--- src/rtl/ezc_pkg.sv ---
package ezc_pkg;

  // number of 0 bits in the low w bits of v
  function automatic int unsigned zero_bits(input logic [63:0] v, input int unsigned w);
    int unsigned n;
    n = 0;
    for (int unsigned i = 0; i < 64; i++) begin
      if (i < w && !v[i]) n++;
    end
    return n;
  endfunction

  // a + b clipped at cap
  function automatic int unsigned sat_sum(input int unsigned a, input int unsigned b,
                                          input int unsigned cap);
    return (a + b > cap) ? cap : a + b;
  endfunction

endpackage

--- src/rtl/ezc_tally.sv ---
module ezc_tally #(
  parameter int unsigned BW  = 8,
  parameter int unsigned CAP = 9,
  parameter int unsigned CW  = 4
) (
  input  logic          clk,
  input  logic          rst_n,
  input  logic          acc,
  input  logic          fresh,
  input  logic          mine,
  input  logic [BW-1:0] byte_in,
  output logic [CW-1:0] tally
);
  import ezc_pkg::*;

  logic [CW-1:0] step_base;
  int unsigned   zb;

  always_comb begin
    zb        = zero_bits(64'(byte_in), BW);
    step_base = fresh ? '0 : tally;
  end

  always_ff @(posedge clk or negedge rst_n) begin
    if (!rst_n) begin
      tally <= '0;
    end else if (acc) begin
      if (mine) tally <= CW'(sat_sum(int'(step_base), zb, CAP));
      else      tally <= step_base;
    end
  end


  tally_cap_chk: assert property (@(posedge clk) disable iff (!rst_n)
    int'(tally) <= CAP);


  tally_idle_chk: assert property (@(posedge clk) disable iff (!rst_n)
    !acc |=> $stable(tally));


  tally_mono_chk: assert property (@(posedge clk) disable iff (!rst_n)
    acc && !fresh |=> tally >= $past(tally));

endmodule

--- src/rtl/ezc_verdict.sv ---
module ezc_verdict #(
  parameter int unsigned LIMIT = 8,
  parameter int unsigned CW    = 4
) (
  input  logic          clk,
  input  logic          rst_n,
  input  logic          done,
  input  logic [CW-1:0] d_cnt,
  input  logic [CW-1:0] e_cnt,
  output logic [CW-1:0] total,
  output logic          erased,
  output logic          fill,
  output logic          fail
);
  import ezc_pkg::*;

  localparam int unsigned CAP = LIMIT + 1;

  logic fits;

  always_comb begin
    total  = CW'(sat_sum(int'(d_cnt), int'(e_cnt), CAP));
    fits   = int'(total) <= LIMIT;
    erased = done && fits;
    fill   = done && fits && (d_cnt != '0);
    fail   = done && !fits;
  end


  verdict_excl_chk: assert property (@(posedge clk) disable iff (!rst_n)
    !(erased && fail));


  erased_small_chk: assert property (@(posedge clk) disable iff (!rst_n)
    erased |-> (int'(d_cnt) + int'(e_cnt) <= LIMIT));


  total_floor_chk: assert property (@(posedge clk) disable iff (!rst_n)
    total >= d_cnt && total >= e_cnt);

endmodule

--- src/rtl/ezc_erased_chunk_check.sv ---
module ezc_erased_chunk_check #(
  parameter int unsigned BW    = 8,
  parameter int unsigned LIMIT = 8,
  localparam int unsigned CAP  = LIMIT + 1,
  localparam int unsigned CW   = $clog2(CAP + 1)
) (
  input  logic          clk,
  input  logic          rst_n,
  input  logic          in_valid,
  input  logic [BW-1:0] in_byte,
  input  logic          in_is_ecc,
  input  logic          in_last,
  output logic          res_valid,
  output logic [CW-1:0] data_zeros,
  output logic [CW-1:0] total_zeros,
  output logic          chunk_erased,
  output logic          fill_ones,
  output logic          uncorrectable
);

  localparam int unsigned NREG = 2; // 0: payload, 1: check bytes

  logic          fresh_q;
  logic          done_q;
  logic          accept;
  logic [CW-1:0] tallies [NREG];

  assign accept = in_valid;

  always_ff @(posedge clk or negedge rst_n) begin
    if (!rst_n) begin
      fresh_q <= 1'b1;
      done_q  <= 1'b0;
    end else if (accept) begin
      fresh_q <= in_last;
      done_q  <= in_last;
    end
  end

  for (genvar r = 0; r < NREG; r++) begin : g_region
    ezc_tally #(.BW(BW), .CAP(CAP), .CW(CW)) i_tally (
      .clk     (clk),
      .rst_n   (rst_n),
      .acc     (accept),
      .fresh   (fresh_q),
      .mine    (in_is_ecc == r[0]),
      .byte_in (in_byte),
      .tally   (tallies[r])
    );
  end

  ezc_verdict #(.LIMIT(LIMIT), .CW(CW)) i_verdict (
    .clk    (clk),
    .rst_n  (rst_n),
    .done   (done_q),
    .d_cnt  (tallies[0]),
    .e_cnt  (tallies[1]),
    .total  (total_zeros),
    .erased (chunk_erased),
    .fill   (fill_ones),
    .fail   (uncorrectable)
  );

  assign res_valid  = done_q;
  assign data_zeros = tallies[0];


  res_rise_chk: assert property (@(posedge clk) disable iff (!rst_n)
    $rose(res_valid) |-> $past(in_valid && in_last));


  res_hold_chk: assert property (@(posedge clk) disable iff (!rst_n)
    res_valid && !in_valid |=> res_valid && $stable(data_zeros) && $stable(total_zeros));


  fresh_start_chk: assert property (@(posedge clk) disable iff (!rst_n)
    res_valid && in_valid && !in_last |=> !res_valid);

endmodule

--- config.mk ---
export PLATFORM = sky130hd
export DESIGN_NAME = ezc_erased_chunk_check
export DESIGN_NICKNAME = d
export VERILOG_FILES = /design/src/rtl/ezc_pkg.sv /design/src/rtl/ezc_tally.sv /design/src/rtl/ezc_verdict.sv /design/src/rtl/ezc_erased_chunk_check.sv
export SDC_FILE = /design/constraint.sdc
export NUM_CORES = 1
export LEC_CHECK = 0
export BUFFER_PORTS_ARGS = -buffer_cell sky130_fd_sc_hd__buf_4
export CAP_MARGIN = 30
export CORE_ASPECT_RATIO = 1.1
export CORE_MARGIN = 4
export CORE_UTILIZATION = 35
export DETAILED_ROUTE_END_ITERATION = 8
export GPL_TIMING_DRIVEN = 0
export PLACE_DENSITY = 0.54
export RECOVER_POWER = 25
export SYNTH_ARGS = -nofsm -noshare
export SYNTH_HDL_FRONTEND = slang
export SYNTH_SLANG_ARGS = --single-unit
--- constraint.sdc ---
create_clock -name clk -period 3.15 [get_ports clk]
set_input_delay 0.63 -clock clk [delete_from_list [all_inputs] [get_ports clk]]
set_output_delay 0.63 -clock clk [all_outputs]
set_load 0.01 [all_outputs]
* Yosys cells after proc, flatten, opt, wreduce, memory -nomap -nowiden
Index checks and enable logic that the tools add are counted.
Word-level totals: flip-flop bits (word level) 10, latch bits 0, RAM bits 0, memory bits (read-only) 0, output and inout bits 12, memories kept 0
Cells by class: add/sub/neg operators 10, multipliers 0, divide/modulo/power cells 0, magnitude comparators 4, equal/unequal tests 0, shift-type cells 0, multiplexer cells 15, bitwise logic cells 0, reductions and logical operators 5
Operator list (number):
- $add 32x1->32 const B | 7
- $mux 32 | 7
- $add 4x32->32 | 2
- $gt 32x4->1 const B | 2
- $mux 4 | 7
- $add 4x4->5 | 1
- $gt 5x4->1 const B | 1
- $le 4x4->1 const B | 1
- $reduce_bool 4->1 | 1
- $logic_and 1x1->1 | 3
- $logic_not 1->1 | 1
- $mux 1 | 1

* Longest topological paths before layout
depth in word-level cells 19, mapped depth 28, gate-level depth less buffers 28

* Hierarchy
A second synthesis with hierarchy kept.
Second synthesis, totals: cells, all modules 282, area total of the unflattened synthesis 2379.8 µm²
By module, submodules not included:
- ezc_tally | times used 2, cells an instance 124, area each 1034.7 µm², sequential area each 100.1 µm²
- ezc_verdict | times used 1, cells an instance 29, area each 232.7 µm², sequential area each 0.0 µm²
- ezc_erased_chunk_check | times used 1, cells an instance 5, area each 77.6 µm², sequential area each 51.3 µm²

* Worst setup path before layout
OpenSTA, ideal clock, no wires.
path type input -> register, from input in_byte[0], to register g_region[1].i_tally.tally[3], setup time 123 ps, arrival time 5657 ps, required time 3027 ps, slack -2629 ps, stages 27, path buffers 1, path through inv_1 > ha_1 > clkbuf_1 > xnor2_1 > nor2_1 > nor2_1 > ha_1 > nor2b_1 > a41o_1 > a31oi_1 > inv_1 > ha_1 > nor2b_1 > o21bai_1 > ha_1 > mux2i_1 > inv_1 > ha_1 > nor2_1 > a21oi_1 > inv_1 > fa_1 > xor2_1 > nand2_1 > a211o_1 > or3b_1 > a2bb2oi_1
Between the ends: cells in the longest elaborated chain, start to end 19
RTL lines:
- start: declaration | RTL line ezc_erased_chunk_check.sv:10 | input logic [BW-1:0] in_byte,
- $mux 1 (*) | RTL line ezc_pkg.sv:8 | if (i < w && !v[i]) n++;
- $add 32x1->32 | RTL line ezc_pkg.sv:8
- $mux 32 (*) | RTL line ezc_pkg.sv:8
- $add 32x1->32 | RTL line ezc_pkg.sv:8
- $mux 32 (*) | RTL line ezc_pkg.sv:8
- $add 32x1->32 | RTL line ezc_pkg.sv:8
- $mux 32 (*) | RTL line ezc_pkg.sv:8
- $add 32x1->32 | RTL line ezc_pkg.sv:8
- [... 3 more ...]
- $add 32x1->32 | RTL line ezc_pkg.sv:8
- $mux 32 (*) | RTL line ezc_pkg.sv:8
- $add 32x1->32 | RTL line ezc_pkg.sv:8
- $mux 32 (*) | RTL line ezc_pkg.sv:8
- $add 4x32->32 (*) | RTL line ezc_pkg.sv:16 | return (a + b > cap) ? cap : a + b;
- $gt 32x4->1 | RTL line ezc_pkg.sv:16
- $mux 4 (*) | RTL line ezc_pkg.sv:16
- $mux 4 (*) | RTL line ezc_tally.sv:28 | if (mine) tally <= CW'(sat_sum(int'(step_base), zb, CAP));
- end signal: assignment | RTL line ezc_tally.sv:28
- end signal: assignment | RTL line ezc_tally.sv:29 | else tally <= step_base;
- end: declaration | RTL line ezc_tally.sv:12 | output logic [CW-1:0] tally
Every way passes the cells marked *; elsewhere a longest branch is shown, timed or not. A chain may end at the register's enable or synchronous reset.

* Worst setup path in the final report
Same ends and word-level chain as after synthesis.

==> impl_metrics.py <==
metrics = {
    "floorplan": {
        "io-pin-count": 25,
        "die_w_um": 73.30,
        "num_rows": 25,
        "core_area_um2": 4410,
        "start_util_pct": 37.22,
        "dieArea_um2": 5852,
        "dieHeight_um": 79.83,
    },
    "setup_path": {
        "slowest_delay_ns": 0.38,
        "startpoint_type": "input pin",
        "critPathCaptureType": "register",
        "worst-path-max-fanout": 3,
        "cp.arrival_ns": 5.18,
        "crit_type": "in -> reg",
        "cp_common_cell": "ha_4",
        "cp_data_required_time_ns": 3.27,
        "worst_path_max_delay_cell": "or3b_4",
    },
    "grt": {
        "grt_pass1_vias": 1577,
        "grt_pass1_wl_um": 6720,
        "grt_usage_pct": 14.21,
        "grt_max_degree": 11,
        "antenna_found_initial": 0,
        "overflow": 0,
    },
    "logic_synthesis": {
        "synth_edf_count": 0,
        "synth_cell_type_count": 55,
        "synthFlopType": "dfrtp_1",
        "syn_area_um2": 1642,
        "async_flop_share_pct": 100.0,
        "ys_top_cells_by_area": "ha_1 (15%), dfrtp_1 (14%), xnor2_1 (5.9%)",
        "synth_top_area_share_pct": 15.24,
        "synth_top_area_cell": "ha_1",
        "ys_warn_count": 0,
        "synthesis.nets": 238,
        "syn_area_per_cell_um2": 8.127,
        "seq_area_frac_synth_pct": 15.32,
        "syn_inst": 202,
        "ys_ff_latch": 10,
    },
    "sta": {
        "hold_viol_final": 0,
        "min_period_over_period_pct": 160.8,
        "finalSetupViolCount": 8,
        "min_period_ns": 5.064,
        "max_slew_margin_pct": 61.71,
        "tightest_slew_ns": 0.5715,
        "clock.fmax_mhz": 197.5,
        "grt_setup_unrepaired": "yes",
        "fin_setup_tns_ns": -14.49,
        "whs_ns": 0.3418,
        "finalWorstSetupSlack_ns": -1.914,
        "fin_skew_ns": 0.003013,
        "report.final.slew_viol_count": 0,
    },
    "finish": {
        "area_delta_synth_final_pct": 50.91,
        "multi_input_area_um2": 1648,
        "fillCellCount": 384,
        "drive_gt1_share_pct": 43.85,
        "final_cell_area_um2": 2477,
        "fin_nets": 281,
        "seq_area_um2": 252.7,
        "final_common_cell": "buf_4",
        "final_util_pct": 56.17,
        "antenna-diode-count": 0,
        "final_cells": 298,
        "most-common-layout-cells": "buf_4 (35), nand2_1 (23), inv_1 (14), ha_1 (12), nor2b_1 (11)",
    },
    "placement": {
        "gp_congestion": 0.8312,
        "port_buffers": 21,
        "place_area_um2": 2042,
        "dp.cells": 277,
        "place_hpwl_um": 3215,
        "dp_slack_ns": -2.719,
    },
    "flow_run": {
        "maxCapViolCount": 0,
    },
    "drt": {
        "drt_iter0_markers": 45,
        "ant_nets": 0,
        "vias": 1557,
        "wl_per_cell_um": 14.19,
        "viasPerCell": 5.225,
        "drc": 0,
        "drt_pre_antenna_iters": 4,
        "wirelength_um": 4230,
    },
    "worst_hold_path": {
        "min_path_type": "in -> async",
    },
    "clock_network": {
        "tritoncts": "built",
        "h-tree-depth": 1,
        "cts_sinks": 10,
        "cts_hold_buffers": 0,
        "clock_path_buffers": 2,
        "clock_tree.root_cell": "clkbuf_8",
        "cts_buffers": 3,
        "path_clk_slew_ns": 0.05,
        "clk-insertion-delay-late_ns": 0.23,
    },
    "status": {
        "violations": "negative setup slack",
        "status": "finished with violations",
    },
    "pwr": {
        "power_mw": 2.049,
        "p_leak_nw": 1.126,
        "ir_drop_uv": 281.9,
        "p_per_area_nw_per_um2": 826.9,
    },
}
-- registers in the layout (all words and copies together), names as in the netlist --
signal	flops
g_region.i_tally.tally	8
fresh_q	1
res_valid	1
-- repair_timing --
action | in CTS | in global routing
pin swaps | 19 | 21
endpoints found under the setup margin | 8 | 9
resized for setup | 21 | 26
setup buffers | 14 | 5
-- final timing paths --
check                                                           end  depth (start not counted)                                     start  slack (ns)
max in group asynchronous  g_region[0].i_tally.tally[0]$_DFFE_PN0P_                          1                                     rst_n        2.43
min                                           res_valid$_DFFE_PN0P_                          1                                     rst_n        0.34
min reg2reg                g_region[1].i_tally.tally[3]$_DFFE_PN0P_                          2  g_region[1].i_tally.tally[3]$_DFFE_PN0P_        0.56
max                        g_region[1].i_tally.tally[3]$_DFFE_PN0P_                         28                                in_byte[0]       -1.91
max reg2reg                g_region[1].i_tally.tally[3]$_DFFE_PN0P_                         11                       fresh_q$_DFFE_PN1P_        0.60
min in group clk           g_region[1].i_tally.tally[3]$_DFFE_PN0P_                          2  g_region[1].i_tally.tally[3]$_DFFE_PN0P_        0.56
-- layout make-up --
| cell class | count | share of cell area, % |
|---|---|---|
| Multi-Input combinational cell | 168 | 66.52 |
| Timing Repair Buffer | 38 | 12.17 |
| Sequential cell | 10 | 10.20 |
| Inverter | 19 | 3.586 |
| Tap cell | 54 | 2.727 |
| Buffer | 5 | 2.576 |
| Clock buffer | 4 | 2.222 |
-- cell families (layout without fill, tap and decap cells) --
kind of cell	Yosys count	in the layout	share of synthesized area, %
muxes	3	3	1.829
and+or+nand+nor	78	78	25.30
adders and majority gates	24	24	19.51
xor gates and xnor gates	21	21	13.49
DFF	10	10	15.32
buffers and inverters	24	66	6.326
AOI/OAI and AO/OA	42	42	18.22
-- metal layers --
metal  wire (um)  share of wire [%]  track usage (%)  vias to the layer above
li1            -                  -                -                      785
met1        1742                 41            15.37                      734
met2        2291                 54            27.46                       32
met3         143                3.4            1.511                        6
met4          52                1.2            5.435                        0
met5           0                  0                0                        -
-- synthesized netlist by cell type (all sizes together) (4+ instances only) --
master,count
nor2b,15
buf,4
nand2,24
ha,20
a21oi,7
nor3,5
nor2,12
inv,19
nand2b,5
xor2,7
xnor2,12
a21o,5
o21ai,10
dfrtp,9
-- power by group --
part / switching (mW) / internal (mW)
Clock: 0.0481 / 0.110
Combinational: 0.782 / 0.875
Sequential: 0.0599 / 0.174
-- critical path: cells and delay by family --
family                   cells  cell delay (ns)
multiplexers                 2             0.35
XOR/XNOR                     2             0.22
buffers and inverters        4             0.30
adder cells (fa/ha/maj)      6             1.44
AND/OR/NAND/NOR              6             0.82
AO/OA/AOI/OAI                8             1.40
Note: power is estimated with default switching activity, not from simulation.
